**src/rtl/chartime_pkg.sv**
```systemverilog
package chartime_pkg;
   localparam int FRAME_W = 4;
   typedef logic [FRAME_W-1:0] frame_len_t;
endpackage

```
**src/rtl/chartime_frame_len.sv**
```systemverilog
module chartime_frame_len
   import chartime_pkg::*;
#(
   parameter bit ALLOW_TWO_STOP = 1'b1
) (
   input  logic [1:0] data_sel,
   input  logic       parity_en,
   input  logic       two_stop,
   output frame_len_t frame_len
);
   frame_len_t stop_bits;

   generate
      if (ALLOW_TWO_STOP) begin : g_stop_sel
         assign stop_bits = two_stop ? frame_len_t'(2) : frame_len_t'(1);
      end else begin : g_stop_one
         logic unused_two_stop;
         assign unused_two_stop = two_stop;
         assign stop_bits = frame_len_t'(1);
      end
   endgenerate

   // start(1) + data(5+sel) + parity + stop
   assign frame_len = frame_len_t'(6) + frame_len_t'(data_sel)
                    + frame_len_t'(parity_en) + stop_bits;


   always_comb frame_range_chk: assert (frame_len >= 4'd7 && frame_len <= 4'd12);
endmodule

```
**src/rtl/chartime_bit_div.sv**
```systemverilog
module chartime_bit_div
   import chartime_pkg::*;
(
   input  logic       clk,
   input  logic       rst_n,
   input  logic       reload,
   input  logic       run,
   input  logic       bit_tick,
   input  frame_len_t frame_len,
   output logic       char_pulse
);
   frame_len_t bits_left;

   assign char_pulse = run && !reload && bit_tick && (bits_left == frame_len_t'(1));

   always_ff @(posedge clk or negedge rst_n) begin
      if (!rst_n)
         bits_left <= frame_len_t'(1);
      else if (reload)
         bits_left <= frame_len;
      else if (run && bit_tick) begin
         if (bits_left == frame_len_t'(1))
            bits_left <= frame_len;
         else
            bits_left <= bits_left - frame_len_t'(1);
      end
   end


   bits_nonzero_chk: assert property (@(posedge clk) disable iff (!rst_n)
      bits_left != '0);
endmodule

```
**src/rtl/chartime_char_cnt.sv**
```systemverilog
module chartime_char_cnt #(
   parameter int CHAR_W = 4
) (
   input  logic              clk,
   input  logic              rst_n,
   input  logic              reload,
   input  logic [CHAR_W-1:0] load_val,
   input  logic              char_pulse,
   output logic              expire
);
   logic [CHAR_W-1:0] chars_left;

   assign expire = char_pulse && (chars_left == CHAR_W'(1));

   always_ff @(posedge clk or negedge rst_n) begin
      if (!rst_n)
         chars_left <= '0;
      else if (reload)
         chars_left <= load_val;
      else if (char_pulse && chars_left != '0)
         chars_left <= chars_left - CHAR_W'(1);
   end


   pulse_on_live_chk: assert property (@(posedge clk) disable iff (!rst_n)
      char_pulse |-> chars_left != '0);
endmodule

```
**src/rtl/chartime_rx_timeout.sv**
```systemverilog
module chartime_rx_timeout
   import chartime_pkg::*;
#(
   parameter int CHAR_W         = 4,
   parameter bit ALLOW_TWO_STOP = 1'b1
) (
   input  logic              clk,
   input  logic              rst_n,
   input  logic              bit_tick,
   input  logic              rx_stop_end,
   input  logic              rx_start,
   input  logic              gap_clear,
   input  logic [1:0]        data_sel,
   input  logic              parity_en,
   input  logic              two_stop,
   input  logic [CHAR_W-1:0] gap_chars,
   output logic              gap_timeout
);
   initial begin
      if (CHAR_W < 1 || CHAR_W > 16)
         $error("CHAR_W out of range 1..16");
   end

   frame_len_t frame_len;
   logic       armed;
   logic       char_pulse;
   logic       expire;
   logic       reload;

   assign reload = rx_stop_end || rx_start;

   chartime_frame_len #(.ALLOW_TWO_STOP(ALLOW_TWO_STOP)) frame_i (
      .data_sel (data_sel),
      .parity_en(parity_en),
      .two_stop (two_stop),
      .frame_len(frame_len)
   );

   chartime_bit_div bit_i (
      .clk       (clk),
      .rst_n     (rst_n),
      .reload    (reload),
      .run       (armed),
      .bit_tick  (bit_tick),
      .frame_len (frame_len),
      .char_pulse(char_pulse)
   );

   chartime_char_cnt #(.CHAR_W(CHAR_W)) char_i (
      .clk       (clk),
      .rst_n     (rst_n),
      .reload    (reload),
      .load_val  (gap_chars),
      .char_pulse(char_pulse),
      .expire    (expire)
   );

   always_ff @(posedge clk or negedge rst_n) begin
      if (!rst_n) begin
         armed       <= 1'b0;
         gap_timeout <= 1'b0;
      end else begin
         if (rx_start)
            armed <= 1'b0;
         else if (rx_stop_end)
            armed <= (gap_chars != '0);
         else if (gap_clear || expire)
            armed <= 1'b0;

         if (reload || gap_clear)
            gap_timeout <= 1'b0;
         else if (expire)
            gap_timeout <= 1'b1;
      end
   end


   rise_on_tick_chk: assert property (@(posedge clk) disable iff (!rst_n)
      $rose(gap_timeout) |-> $past(bit_tick) && $past(armed));

   zero_disarm_chk: assert property (@(posedge clk) disable iff (!rst_n)
      (rx_stop_end && !rx_start && gap_chars == '0) |=> !armed);

   flag_hold_chk: assert property (@(posedge clk) disable iff (!rst_n)
      (gap_timeout && !rx_stop_end && !rx_start && !gap_clear) |=> gap_timeout);

   start_clears_chk: assert property (@(posedge clk) disable iff (!rst_n)
      rx_start |=> !gap_timeout && !armed);

   clear_drops_chk: assert property (@(posedge clk) disable iff (!rst_n)
      (gap_clear && !rx_stop_end) |=> !gap_timeout && !armed);
endmodule

```
**config.mk**
```make
export PLATFORM = sky130hd
export DESIGN_NAME = chartime_rx_timeout
export DESIGN_NICKNAME = d
export VERILOG_FILES = /design/src/rtl/chartime_pkg.sv /design/src/rtl/chartime_frame_len.sv /design/src/rtl/chartime_bit_div.sv /design/src/rtl/chartime_char_cnt.sv /design/src/rtl/chartime_rx_timeout.sv
export SDC_FILE = /design/constraint.sdc
export NUM_CORES = 1
export LEC_CHECK = 0
export ABC_AREA = 1
export BUFFER_PORTS_ARGS = -buffer_cell sky130_fd_sc_hd__clkbuf_2
export CAP_MARGIN = 20
export CORE_MARGIN = 5
export CORE_UTILIZATION = 30
export CTS_CLUSTER_DIAMETER = 40
export CTS_CLUSTER_SIZE = 28
export DETAILED_ROUTE_END_ITERATION = 6
export PLACE_DENSITY_LB_ADDON = 0.05
export RECOVER_POWER = 25
export SETUP_SLACK_MARGIN = 0.15
export SYNTH_ARGS = -nofsm -noshare
export SYNTH_HDL_FRONTEND = slang
export SYNTH_HIERARCHICAL = 1
export SYNTH_SLANG_ARGS = --single-unit
```
**constraint.sdc**
```tcl
create_clock -name clk -period 3.5 [get_ports clk]
set_input_delay 0.175 -clock clk [delete_from_list [all_inputs] [get_ports clk]]
set_output_delay 0.175 -clock clk [all_outputs]
set_load 0.05 [all_outputs]
```
==> results_dict.tcl <==
set metrics [dict create \
    status "finished, final reports clean" \
    cp_max_fo 4 \
    rows 18 \
    numCtsBuffers 3 \
    met1_usage_pct 13.3 \
    synth_fp_nets 130 \
    dieArea_um2 3710 \
    cts.sinks 10 \
    ys_types 21 \
    grt_setup_unrepaired "no" \
    slew-limit-headroom_pct 61.1 \
    syn_to_final_growth_pct 18.4 \
    seq_area_frac_synth_pct 32.4 \
    period_needed_ns 1.56 \
    synth-warning-count 6 \
    firstDrtPassIters 4 \
    crit_path_max_incr_delay_ns 0.56 \
    vdd_drop_max_v 0.000151 \
    grt_max_degree 11 \
    die_h_um 60.9 \
    finalSetupViolations 0 \
    routabilityCongestion 0.744 \
    cap_viol_max_count 0 \
    via_count 681 \
    hold_violations 0 \
    grtUsageTotal_pct 10.2 \
    die_x_um 60.9 \
    initial_core_util_pct 31.4 \
    fin_crit_sh_pct 44.5 \
    crit_path_cell_trace "ha_1 -> nand2_4 -> nor3_1 -> and3_1 -> nor2_1 -> nand3_1 -> nand2_1" \
    maxSlewViolCount 0 \
    crit_arrival_ns 1.72 \
    grt_util_met2_pct 16.0 \
    grt_pass1_wl_um 2830 \
    critPathKind "register to register" \
    num_antenna_cells 0 \
    cellPowerDensity_nw_per_um2 363 \
    dp_hpwl_um 1340 \
    ys_ff_latch 10 \
    busiest_layer "met2" \
    crit_family "simple AND/OR/NAND/NOR gates" \
    drt_iter0_drc 8 \
    cp-start-kind "register" \
    vias_per_cell 4.34 \
    synth_area_leaders "dfrtp_1 (29%), nand2_1 (14%), ha_1 (11%), inv_1 (7.2%), nand3_1 (5.8%)" \
    cts_tree "yes" \
    antenna_left 0 \
    core-area_um2 2480 \
    hold_path.class "input port to register" \
    cts_root_buf "clkbuf_4" \
    stdcell_count 157 \
    syn_inst 108 \
    clkTransAtPathRegs_ns 0.07 \
    drc_errors 0 \
    power.leakage_nw 0.523 \
    num-fill-cells 286 \
    antenna_found_initial 0 \
    post_drt_wl_per_cell_um 10.1 \
    syn_area_um2 777 \
    routed_wl_um 1590 \
    clock_latency_ns 0.27 \
    synth.top_cell.area_share_pct 29.0 \
    io_buffers 14 \
    fin_nets 150 \
    grt_pass1_vias 695 \
    avgSynthCellArea_um2 7.19 \
    critical_path.slowest_cell "dfstp_2" \
    timing.fmax_mhz 642 \
    dp.cells 152 \
    setup_tns_ns 0 \
    cts_buffer_depth 2 \
    critPathBufInv 0 \
    yosys.area.top_type "dfrtp_1" \
    io_pins 15 \
    required_ns 3.66 \
    endpoint_kind "register" \
    h-tree-depth 1 \
    layout-drive-gt1-share_pct 24.4 \
    overflow 0 \
    tightest_slew_ns 0.584 \
    grtUsageMet3_pct 3.83 \
    skew_ns 0.00995 \
]
[metrics by stage]
stage	hold slack, ns	total power, mW	util, %	cell area (um2)	setup WS [ns]
after CTS	0.0795	0.342	37.2	921	1.93
after floorplan	-0.121	0.223	-	777	2.03
after global placement	0.0750	0.253	35.7	885	1.99
after detailed placement	0.0725	0.253	35.7	885	1.93
after global routing	0.0729	0.365	37.1	920	1.85
final	0.0886	0.334	37.1	920	1.94
[where the power goes]
group	switching (mW)	internal (mW)
Sequential	0.0150	0.133
Combinational	0.0593	0.0431
Clock	0.0394	0.0440
Total	0.114	0.220
[cell type report]
cell class	count	area, um2	share of cell area [%]
Clock buffer	4	26.3	2.86
Multi-Input combinational cell	77	447	48.6
Tap cell	30	37.5	4.08
Sequential cell	10	251	27.3
Timing Repair Buffer	15	78.8	8.57
Inverter	21	78.8	8.57
[flip-flops by register name (all words and copies together), names as in the netlist]
signal	cells
armed	1
char_i/chars_left	4
bit_i/bits_left	4
gap_timeout	1
[what timing repair did]
action	in CTS	in global routing
resized for setup	0	0
hold buffers	1	0
hold endpoints to repair	9	0
buffers inserted	0	0
[cells in the mapped netlist]
master	count
and3_1	1
ha_1	7
nand2_2	2
nor3_1	1
nor2_2	2
inv_1	15
nand2_1	29
xnor2_1	2
nand2_4	3
a21oi_1	1
o21ai_0	3
dfrtp_1	9
nor2_1	9
or2_0	1
nand3_1	9
nor3_2	1
dfstp_2	1
o21ai_1	4
fa_1	1
inv_2	6
nand3b_1	1
[worst register-to-register path: cells and delay by family (launching register included)]
family | cells | cell delay [ns]
DFF | 1 | 0.56
adders and majority gates | 1 | 0.20
and+or+nand+nor | 6 | 0.71
[metal layers]
metal	vias up	share of wire (%)	wire (um)
li1	372	-	-
met1	292	52	822
met2	15	42	659
met3	2	5.7	91
met4	0	0.69	11
met5	-	0	0
[cells in the final DEF, fill, tap and decap left out]
cell,count
a21oi_1,1
and3_1,1
clkbuf_1,2
clkbuf_2,13
clkbuf_4,3
dfrtp_1,9
dfstp_2,1
dlygate4sd3_1,1
fa_1,1
ha_1,7
inv_1,15
inv_2,6
nand2_1,29
nand2_2,2
nand2_4,3
nand3_1,9
nand3b_1,1
nor2_1,9
nor2_2,2
nor3_1,1
nor3_2,1
o21ai_0,3
o21ai_1,4
or2_0,1
xnor2_1,2
[logic make-up after synthesis]
logic type                 Yosys count  synth area share, %
and+or+nand+nor                     59                 36.2
buffers and inverters               21                 10.1
DFF                                 10                 32.4
AOI/OAI and AO/OA                    8                 5.15
adders and majority gates            8                 13.8
xor gates and xnor gates             2                 2.25
[final timing paths]
kind / to / from / cells after the start / slack, ns
min in group asynchronous: char_i/chars_left[0]$_DFFE_PN0P_ / rst_n / 2 / 0.41
max in group asynchronous: bit_i/bits_left[3]$_DFFE_PN0P_ / rst_n / 2 / 2.70
worst max register to register: armed$_DFFE_PN0P_ / bit_i/bits_left[0]$_DFFE_PN1P_ / 7 / 1.94
worst min register to register: bit_i/bits_left[0]$_DFFE_PN1P_ / bit_i/bits_left[0]$_DFFE_PN1P_ / 2 / 0.50
worst min-delay path: gap_timeout$_DFFE_PN0P_ / gap_clear / 2 / 0.09
worst max-delay path: armed$_DFFE_PN0P_ / bit_i/bits_left[0]$_DFFE_PN1P_ / 7 / 1.94
(Power assumes the default switching activity.)
